**src/rtl/uart_ht_pkg.sv**
```systemverilog
package uart_ht_pkg;

    localparam int MAX_DATA = 9;
    localparam int FRAME_W  = MAX_DATA + 2;
    localparam int TCNT_W   = $clog2(2 * FRAME_W + 1);
    localparam int LAST_W   = TCNT_W - 1;

    typedef enum logic {
        LEN8 = 1'b0,
        LEN9 = 1'b1
    } len_e;

    typedef struct packed {
        logic [FRAME_W-1:0] bits;  // bit 0 = start, then data LSB first, then stop
        logic [LAST_W-1:0]  last;  // index of the stop bit
    } frame_t;

    function automatic frame_t build_frame(input logic [MAX_DATA-1:0] d, input len_e len);
        frame_t f;
        if (len == LEN9) begin
            f.bits = {1'b1, d, 1'b0};
            f.last = LAST_W'(MAX_DATA + 1);
        end else begin
            f.bits = {2'b11, d[MAX_DATA-2:0], 1'b0};
            f.last = LAST_W'(MAX_DATA);
        end
        return f;
    endfunction

endpackage

```
**src/rtl/ht_half_tick.sv**
```systemverilog
module ht_half_tick #(
    parameter int HALF_CYC = 4
) (
    input  logic clk,
    input  logic rst,
    input  logic en,
    output logic tick
);
    localparam int DW = (HALF_CYC > 1) ? $clog2(HALF_CYC) : 1;
    localparam logic [DW-1:0] TOP = DW'(HALF_CYC - 1);

    logic [DW-1:0] div_q;

    always_ff @(posedge clk) begin
        if (rst || !en) begin
            div_q <= '0;
        end else if (div_q == TOP) begin
            div_q <= '0;
        end else begin
            div_q <= div_q + 1'b1;
        end
    end

    assign tick = en && (div_q == TOP);


    no_idle_tick_chk: assert property (@(posedge clk) disable iff (rst)
        !en |-> !tick);


    div_restart_chk: assert property (@(posedge clk) disable iff (rst)
        $rose(en) |-> (div_q == '0));

endmodule

```
**src/rtl/ht_frame_seq.sv**
```systemverilog
module ht_frame_seq
    import uart_ht_pkg::*;
(
    input  logic                clk,
    input  logic                rst,
    input  logic                wr_stb,
    input  logic [MAX_DATA-1:0] wr_data,
    input  len_e                len,
    input  logic                tick,
    output logic                busy,
    output logic                tx
);
    logic              busy_q;
    logic              tx_q;
    logic [TCNT_W-1:0] cnt_q;
    frame_t            frame_q;
    logic [TCNT_W-1:0] nxt;
    logic [TCNT_W-1:0] end_cnt;

    assign nxt     = cnt_q + 1'b1;
    assign end_cnt = {frame_q.last + LAST_W'(1), 1'b0};

    always_ff @(posedge clk) begin
        if (rst) begin
            busy_q  <= 1'b0;
            tx_q    <= 1'b1;
            cnt_q   <= '0;
            frame_q <= '0;
        end else if (!busy_q) begin
            if (wr_stb) begin
                busy_q  <= 1'b1;
                tx_q    <= 1'b0;
                cnt_q   <= '0;
                frame_q <= build_frame(wr_data, len);
            end
        end else if (tick) begin
            if (nxt == end_cnt) begin
                busy_q <= 1'b0;
                cnt_q  <= '0;
                tx_q   <= 1'b1;
            end else begin
                cnt_q <= nxt;
                if (!nxt[0]) begin
                    tx_q <= frame_q.bits[nxt[TCNT_W-1:1]];
                end
            end
        end
    end

    assign busy = busy_q;
    assign tx   = tx_q;


    idle_high_chk: assert property (@(posedge clk) disable iff (rst)
        !busy_q |-> tx_q);


    even_edge_chk: assert property (@(posedge clk) disable iff (rst)
        (busy_q && !$stable(tx_q)) |-> !cnt_q[0]);


    cnt_bound_chk: assert property (@(posedge clk) disable iff (rst)
        busy_q |-> (cnt_q < end_cnt));


    busy_ignore_chk: assert property (@(posedge clk) disable iff (rst)
        (busy_q && wr_stb && !tick) |=> (busy_q && $stable(cnt_q) && $stable(tx_q)));

endmodule

```
**src/rtl/ht_uart_tx.sv**
```systemverilog
module ht_uart_tx
    import uart_ht_pkg::*;
#(
    parameter int CLK_HZ = 50_000_000,
    parameter int BAUD   = 9600
) (
    input  logic                clk,
    input  logic                rst,
    input  logic                wr_stb,
    input  logic [MAX_DATA-1:0] wr_data,
    input  logic                nine_bit,
    output logic                tx,
    output logic                tx_done
);
    localparam int HALF_CYC = (CLK_HZ / (2 * BAUD) > 0) ? CLK_HZ / (2 * BAUD) : 1;

    logic busy;
    logic tick;

    ht_half_tick #(.HALF_CYC(HALF_CYC)) u_tick (
        .clk  (clk),
        .rst  (rst),
        .en   (busy),
        .tick (tick)
    );

    ht_frame_seq u_seq (
        .clk     (clk),
        .rst     (rst),
        .wr_stb  (wr_stb),
        .wr_data (wr_data),
        .len     (len_e'(nine_bit)),
        .tick    (tick),
        .busy    (busy),
        .tx      (tx)
    );

    assign tx_done = !busy;


    accept_chk: assert property (@(posedge clk) disable iff (rst)
        (tx_done && wr_stb) |=> (!tx_done && !tx));


    stop_high_chk: assert property (@(posedge clk) disable iff (rst)
        $rose(tx_done) |-> tx);

endmodule

```
**config.mk**
```make
export PLATFORM = sky130hd
export DESIGN_NAME = ht_uart_tx
export DESIGN_NICKNAME = d
export VERILOG_FILES = /design/src/rtl/uart_ht_pkg.sv /design/src/rtl/ht_half_tick.sv /design/src/rtl/ht_frame_seq.sv /design/src/rtl/ht_uart_tx.sv
export SDC_FILE = /design/constraint.sdc
export NUM_CORES = 1
export LEC_CHECK = 0
export ABC_CLOCK_PERIOD_IN_PS = 2600
export BUFFER_PORTS_ARGS = -buffer_cell sky130_fd_sc_hd__buf_2
export CAP_MARGIN = 30
export CORE_ASPECT_RATIO = 0.75
export CORE_UTILIZATION = 23
export CTS_CLUSTER_SIZE = 8
export DETAILED_ROUTE_END_ITERATION = 12
export MAX_ROUTING_LAYER = met4
export PLACE_DENSITY = 0.45
export SETUP_SLACK_MARGIN = 0.1
export SYNTH_ARGS = -nofsm -noshare
export SYNTH_HDL_FRONTEND = slang
export SYNTH_HIERARCHICAL = 1
export SYNTH_SLANG_ARGS = --single-unit
```
**constraint.sdc**
```tcl
create_clock -name clk -period 2.6 [get_ports clk]
set_input_delay 0.52 -clock clk [delete_from_list [all_inputs] [get_ports clk]]
set_output_delay 0.52 -clock clk [all_outputs]
set_load 0.05 [all_outputs]
```
# After elaboration in Yosys (flattened, before gate mapping)
# Cells that the tools add are included.
dict set report classes {
  add_sub_neg 3
  n_lt_le_gt_ge 1
  eq_ne 4
  muxes 16
  bitwise 1
  n_reduce_logical 8
}
# operator n
set ops {}
lappend ops {{two-way mux 5 bit} 4}
lappend ops {{two-way mux 14 bit} 1}
lappend ops {{adder 12 x 1 -> 12 bit (second input constant)} 1}
lappend ops {{equality test 12 bit (second input constant)} 1}
lappend ops {{two-way mux 1 bit} 10}
lappend ops {{adder 5 x 1 -> 5 bit (second input constant)} 1}
lappend ops {{equality test 5 bit} 1}
lappend ops {{less-than comparator 4 x 5 -> 1 bit (second input constant)} 1}
lappend ops {{adder 4 x 1 -> 4 bit (second input constant)} 1}
lappend ops {{binary-select mux 1 bit (select 4 bit)} 1}
lappend ops {{AND reduction 2 bit} 2}
lappend ops {{inequality test 3 bit (second input constant)} 1}
lappend ops {{AND reduction 3 bit} 1}
lappend ops {{inequality test 2 bit (second input constant)} 1}
lappend ops {{nonzero test 2 bit} 1}
lappend ops {{OR reduction 2 bit} 1}
lappend ops {{logical AND 1 bit} 1}
lappend ops {{zero test 1 bit} 1}
lappend ops {{logical OR 1 bit} 1}
lappend ops {{NOT 1 bit} 1}
dict set report totals {
  reg_bits 34
  in_bits 13
  wordCells 39
}

# Logic depth before layout (Yosys ltp)
dict set report logic_depth {
  word_depth 7
  mapped_depth 8
}

# Hierarchy
# The synthesis kept the hierarchy.
# module n_inst cells_each area_per_inst_um2
set modules_own_cells {}
lappend modules_own_cells {ht_frame_seq 1 112 954.7}
lappend modules_own_cells {ht_half_tick 1 62 540.5}
lappend modules_own_cells {ht_uart_tx 1 1 3.8}

# Worst setup path after synthesis
# No wires, ideal clock.
dict set report synth_path {
  kind {reg2reg}
  from {register u_tick.div_q[2]}
  to {register u_seq.cnt_q[4]}
  arrival_time_ns 2.114
  required_time_ns 2.526
  setup_slack_ns 0.412
  stages_incl_launch_ff 7
  path_buffers 0
  path_cell_list {dfxtp_1 or4b_4 nor4_1 nand2_1 a41oi_1 nand3_1 a31oi_1}
}
dict set report synth_between {
  elab_chain_cells 4
}
# item line_no
set synth_rtl {}
lappend synth_rtl {{start, declared} ht_half_tick.sv:12} ;# logic [DW-1:0] div_q;
lappend synth_rtl {{start signal, assigned} ht_half_tick.sv:20} ;# div_q <= div_q + 1'b1;
lappend synth_rtl {{equality test 12 bit} ht_half_tick.sv:24} ;# assign tick = en && (div_q == TOP);
lappend synth_rtl {{logical AND 1 bit} ht_half_tick.sv:24}
lappend synth_rtl {{net tick} ht_uart_tx.sv:18} ;# logic tick;
lappend synth_rtl {{inequality test 2 bit (no line)} --}
lappend synth_rtl {{AND reduction 2 bit (no line)} --}
lappend synth_rtl {{end signal, assigned} ht_frame_seq.sv:42} ;# cnt_q <= nxt;
lappend synth_rtl {{end, declared} ht_frame_seq.sv:15} ;# logic [TCNT_W-1:0] cnt_q;
# The timed path passes the listed nets, and every way through them passes these cells.
# A chain may end at the register's enable or synchronous reset.

# Worst setup path after layout
dict set report layout_path {
  from {register u_tick.div_q[0]}
  to {register u_seq.cnt_q[4]}
}
# The elaborated chain is that of the path after synthesis.

==> impl_summary.md <==
Logic synthesis
Synthesis handed over a netlist of 175 instances. Among all flip-flop cells after synthesis, the most frequent one is sky130_fd_sc_hd__dfxtp_1. The combined area of all synthesized cells is 0.00150 mm^2. The number of register bits inferred by synthesis is 31.

Of all flip-flops after synthesis, the portion carrying an async set or reset was 0%. By area the synthesized netlist is led by sky130_fd_sc_hd__dfxtp_1, sky130_fd_sc_hd__xnor2_1, sky130_fd_sc_hd__nand2_1, sky130_fd_sc_hd__nor2_1, sky130_fd_sc_hd__a21oi_1. The library cell occupying the most area in the post-synthesis netlist is sky130_fd_sc_hd__dfxtp_1. In this run, distinct cell masters in the synthesized netlist total 35. The Yosys step of the flow raised 6 warnings. The synthesized net count is 191. The number of synthesized flops with an enable pin is 0. The sequential area share after synthesis is 41.4%. The average instance in the mapped netlist occupies 8.57 um^2.

The fraction of synthesized cell area taken by the top area cell type is 41.4%.

Critical path
The signal on the critical path passes through ha_1, nand3_1, nand2b_1, nor4_1, nand2_1, a41oi_1, nand3_1, a31oi_1. The worst reg2reg path depth is 8. The required time of the critical path is 2800 ps. The largest single stage delay on the critical path is 390 ps. The kind of cell adding the most delay to the critical path is simple AND/OR/NAND/NOR gates. The total buffers and inverters traversed by the critical path is 0. The maximum fanout count along the critical path is 5. The critical register-to-register path startpoint is u_tick/div_q[0]. The critical path ends at u_seq/cnt_q[4].

At the worst endpoint, the arrival time is 2420 ps. The worst setup path is of the register to register kind. The end of the worst register-to-register path is u_seq/cnt_q[4]. The setup check on the worst reg-to-reg path leaves a slack of 390 ps. The startpoint class of the critical path is a register. The capturing element type of the critical path is a register.

The slowest stage of the critical path belongs to the cell sky130_fd_sc_hd__a41oi_1. The critical path starts at u_tick/div_q[0]. Counting buffers and inverters, the worst setup path is 8 cells deep. The most numerous cell type found on the critical path is sky130_fd_sc_hd__nand3_1.

Timing
Setup repair after global routing left no endpoint under its margin. The smallest clock period supported by the final layout is computed as 2210 ps. The largest clock skew in the final design is 13.5 ps. The slew at the pin closest to its max-slew limit is 508 ps. The achievable clock frequency is 0.452 GHz. The headroom to the max-slew limit is 66.1%. The total count of hold-check failures in the final report is 0.

The aggregate negative setup slack is 0 ps. The worst path uses 85.1% of the clock period. The number of max-slew violations in the final report came to 0.

Setup violations remaining at the end of the flow were counted as 0.

Routing
Wires add up to 3.13 mm. The length of routed wiring on met1 is 1.73 mm. For this run, design rule violations remaining after detail routing come to 0. Summed over all nets, wire length on met3 after detailed routing comes to 159 um. Once detail routing completed, the nets flagged for antenna violations numbered 0. The detail-routed via count per cell is 4.39.

The via count is 1207. The length of routed met2 wiring is 1.17 mm. The starting DRC count in detailed routing is 68. The routed wirelength normalized by instance count is 11.4 um. Before antenna repair, the detailed router went through 4 iterations. In this run the top signal layer used is met4.

CTS
The tree built by TritonCTS fans out to 31 sinks. The clock network latency to the later pin of the worst-skew pair is 290 ps. The cell sitting at the root of the clock tree is a sky130_fd_sc_hd__clkbuf_8. Buffers inserted to repair hold after CTS numbered 0. The CTS clock-pin slew for the worst setup and hold paths is 70 ps. TritonCTS built the clock tree. The total CTS buffers is 5. CTS built an H-tree with a depth of 2. The maximum clock insertion buffer count is 2. The quantity of gates resized following cts is 0. The number of setup buffers added after CTS is 0.

Power and ir drop
The internal power contribution is 806 uW. VDD sags by at most 0.202 mV. The clock network accounts for 44.6% of the total power. The net switching power figure is 241 uW. The combinational group share of total power is 7.8%. For this design the static power due to leakage is 0.627 nW. Net switching is 23.1% of the power. Of the total power, registers draw 47.7%. The power density normalized to cell area is 590 mW/mm^2.

Place
The port buffer count is 14. Routability-driven placement finished with a final weighted congestion of 0.876. The area after detailed placement is 0.00166 mm^2.

Once detailed placement completed, the half-perimeter wirelength came to 2.27 mm.

Die
The starting utilization of the core area is 23.8%. The chip width is 95.2 um. The die covers 0.00685 mm^2. The cell row count is 25.

The vertical die dimension is 71.9 um. The core footprint is 0.00629 mm^2. The count of pins on the block boundary is 15.

Global routing
The initial antenna violation count came to 0. The overall fraction of global-route tracks in use is 10.8%. The maximum number of pins on one net before global-route repair is 21. The via count of the first global-routing pass is 1064.

For this run the aggregate overflow at the end of global routing stands at 0. The first global-routing pass estimated 5.33 mm of wire.

Finish
The area growth from synthesis to layout is 18.4%. After the last flow step, the layout net total stands at 209. The number of antenna diodes in the final layout is 0.

After routing the design area is 0.00178 mm^2. Cells with a size suffix above 1 make up 16.5% of the layout.

Status
The run finished with clean final reports.

Min path
The startpoint identified for the worst hold timing path is u_seq/frame_q[11]. The class of the tightest hold or removal check is register to register.

Run
Max-cap violations in this run came to 0.
[how the worst min path moves through the flow]
stage | end | slack (ps) | cells after the start
after floorplan | u_seq/frame_q[10] | 430 | 2
after global placement | u_seq/frame_q[11] | 440 | 2
after detailed placement | u_seq/frame_q[9] | 450 | 2
after CTS | u_seq/frame_q[6] | 450 | 3
after global routing | u_seq/frame_q[5] | 450 | 3
final | u_seq/frame_q[11] | 450 | 2
[per-layer routing]
layer  track usage (%)  vias up
met3              3.77        5
met2              12.6       30
met1              15.9      534
met5                 -        -
met4              5.05        0
li1                  -      638
[final cells by class]
cell class | count | area (um^2)
fill | 673 | 4510
multi-input combinational | 134 | 833
sequential | 31 | 621
tap | 81 | 101
timing repair buffer | 17 | 92.6
clock buffer | 5 | 68.8
clock inverter | 3 | 43.8
inverter | 4 | 15.0
[Yosys cell counts, types with 2 or more instances]
library cell,count
sky130_fd_sc_hd__mux2i_1,4
sky130_fd_sc_hd__nor4_1,2
sky130_fd_sc_hd__nand3_1,9
sky130_fd_sc_hd__xor2_1,5
sky130_fd_sc_hd__clkbuf_1,4
sky130_fd_sc_hd__dfxtp_1,31
sky130_fd_sc_hd__nand2_1,27
sky130_fd_sc_hd__nor2_1,23
sky130_fd_sc_hd__a31o_2,2
sky130_fd_sc_hd__o211ai_1,2
sky130_fd_sc_hd__a21oi_1,14
sky130_fd_sc_hd__nor3_1,4
sky130_fd_sc_hd__nand2b_1,3
sky130_fd_sc_hd__and2_1,2
sky130_fd_sc_hd__xnor2_1,14
sky130_fd_sc_hd__a41oi_1,3
sky130_fd_sc_hd__nor3b_1,2
sky130_fd_sc_hd__inv_1,4
sky130_fd_sc_hd__o21ai_0,2
sky130_fd_sc_hd__ha_1,3
[registers in the layout (all words and copies together), names as in the netlist]
signal and count:
u_seq/cnt_q 5, u_seq/tx 1, u_seq/busy 1, u_seq/frame_q 12, u_tick/div_q 12
[power by group through the flow]
stage               clock, mW  sequential [mW]  combinational, mW
CTS                     0.485            0.499             0.0823
detailed placement          0            0.510             0.0822
floorplan                   0            0.513             0.0510
finish                  0.467            0.499             0.0813
global route            0.501            0.501             0.0913
global placement            0            0.510             0.0830
[placed cells by master (no fill, tap or decap)]
master	instances
sky130_fd_sc_hd__a211o_2	1
sky130_fd_sc_hd__a21oi_1	14
sky130_fd_sc_hd__a22oi_1	1
sky130_fd_sc_hd__a31o_2	2
sky130_fd_sc_hd__a31oi_1	1
sky130_fd_sc_hd__a41oi_1	3
sky130_fd_sc_hd__and2_1	2
sky130_fd_sc_hd__and3_1	1
sky130_fd_sc_hd__and3b_2	1
sky130_fd_sc_hd__buf_2	14
sky130_fd_sc_hd__buf_4	3
sky130_fd_sc_hd__bufinv_16	1
sky130_fd_sc_hd__clkbuf_8	5
sky130_fd_sc_hd__clkinv_2	1
sky130_fd_sc_hd__clkinv_4	1
sky130_fd_sc_hd__dfxtp_1	31
sky130_fd_sc_hd__ha_1	3
sky130_fd_sc_hd__inv_1	4
sky130_fd_sc_hd__mux2i_1	4
sky130_fd_sc_hd__mux4_1	1
sky130_fd_sc_hd__nand2_1	27
sky130_fd_sc_hd__nand2b_1	3
sky130_fd_sc_hd__nand3_1	9
sky130_fd_sc_hd__nand4_1	1
sky130_fd_sc_hd__nand4b_1	1
sky130_fd_sc_hd__nor2_1	23
sky130_fd_sc_hd__nor2b_1	1
sky130_fd_sc_hd__nor3_1	4
sky130_fd_sc_hd__nor3_2	1
sky130_fd_sc_hd__nor3b_1	2
sky130_fd_sc_hd__nor4_1	2
sky130_fd_sc_hd__o2111a_1	1
sky130_fd_sc_hd__o211ai_1	2
sky130_fd_sc_hd__o21ai_0	2
sky130_fd_sc_hd__or4b_4	1
sky130_fd_sc_hd__xnor2_1	14
sky130_fd_sc_hd__xor2_1	5
sky130_fd_sc_hd__xor2_2	1
[metrics by stage]
| stage | hold slack (ps) | power [mW] | worst slack (ps) | utilization, % | cells |
|---|---|---|---|---|---|
| CTS | 447 | 1.07 | 380 | 28.2 | 275 |
| global route | 452 | 1.09 | 150 | 28.2 | 275 |
| detailed placement | 447 | 0.592 | 392 | 26.4 | 267 |
| floorplan | 432 | 0.564 | 412 | - | 175 |
| finish | 455 | 1.05 | 386 | 28.2 | 275 |
| global placement | 444 | 0.593 | 369 | 26.4 | 267 |
[cell families (layout without fill, tap and decap cells)]
group                      after synthesis  after routing  synth area share, %
muxes                                    5              5                 4.42
xor gates and xnor gates                20             20                 12.2
and+or+nand+nor                         79             79                 24.9
AOI/OAI and AO/OA                       27             27                 11.6
DFF                                     31             31                 41.4
buffers and inverters                   10             29                 3.00
adders and majority gates                3              3                 2.50
[tightest hold or removal path, delay by kind of cell, from the launching register on]
family / cells / cell delay, ps
DFF: 1 / 310
and+or+nand+nor: 1 / 50
AOI/OAI and AO/OA: 1 / 50
Note: power is estimated with default switching activity, not from simulation.
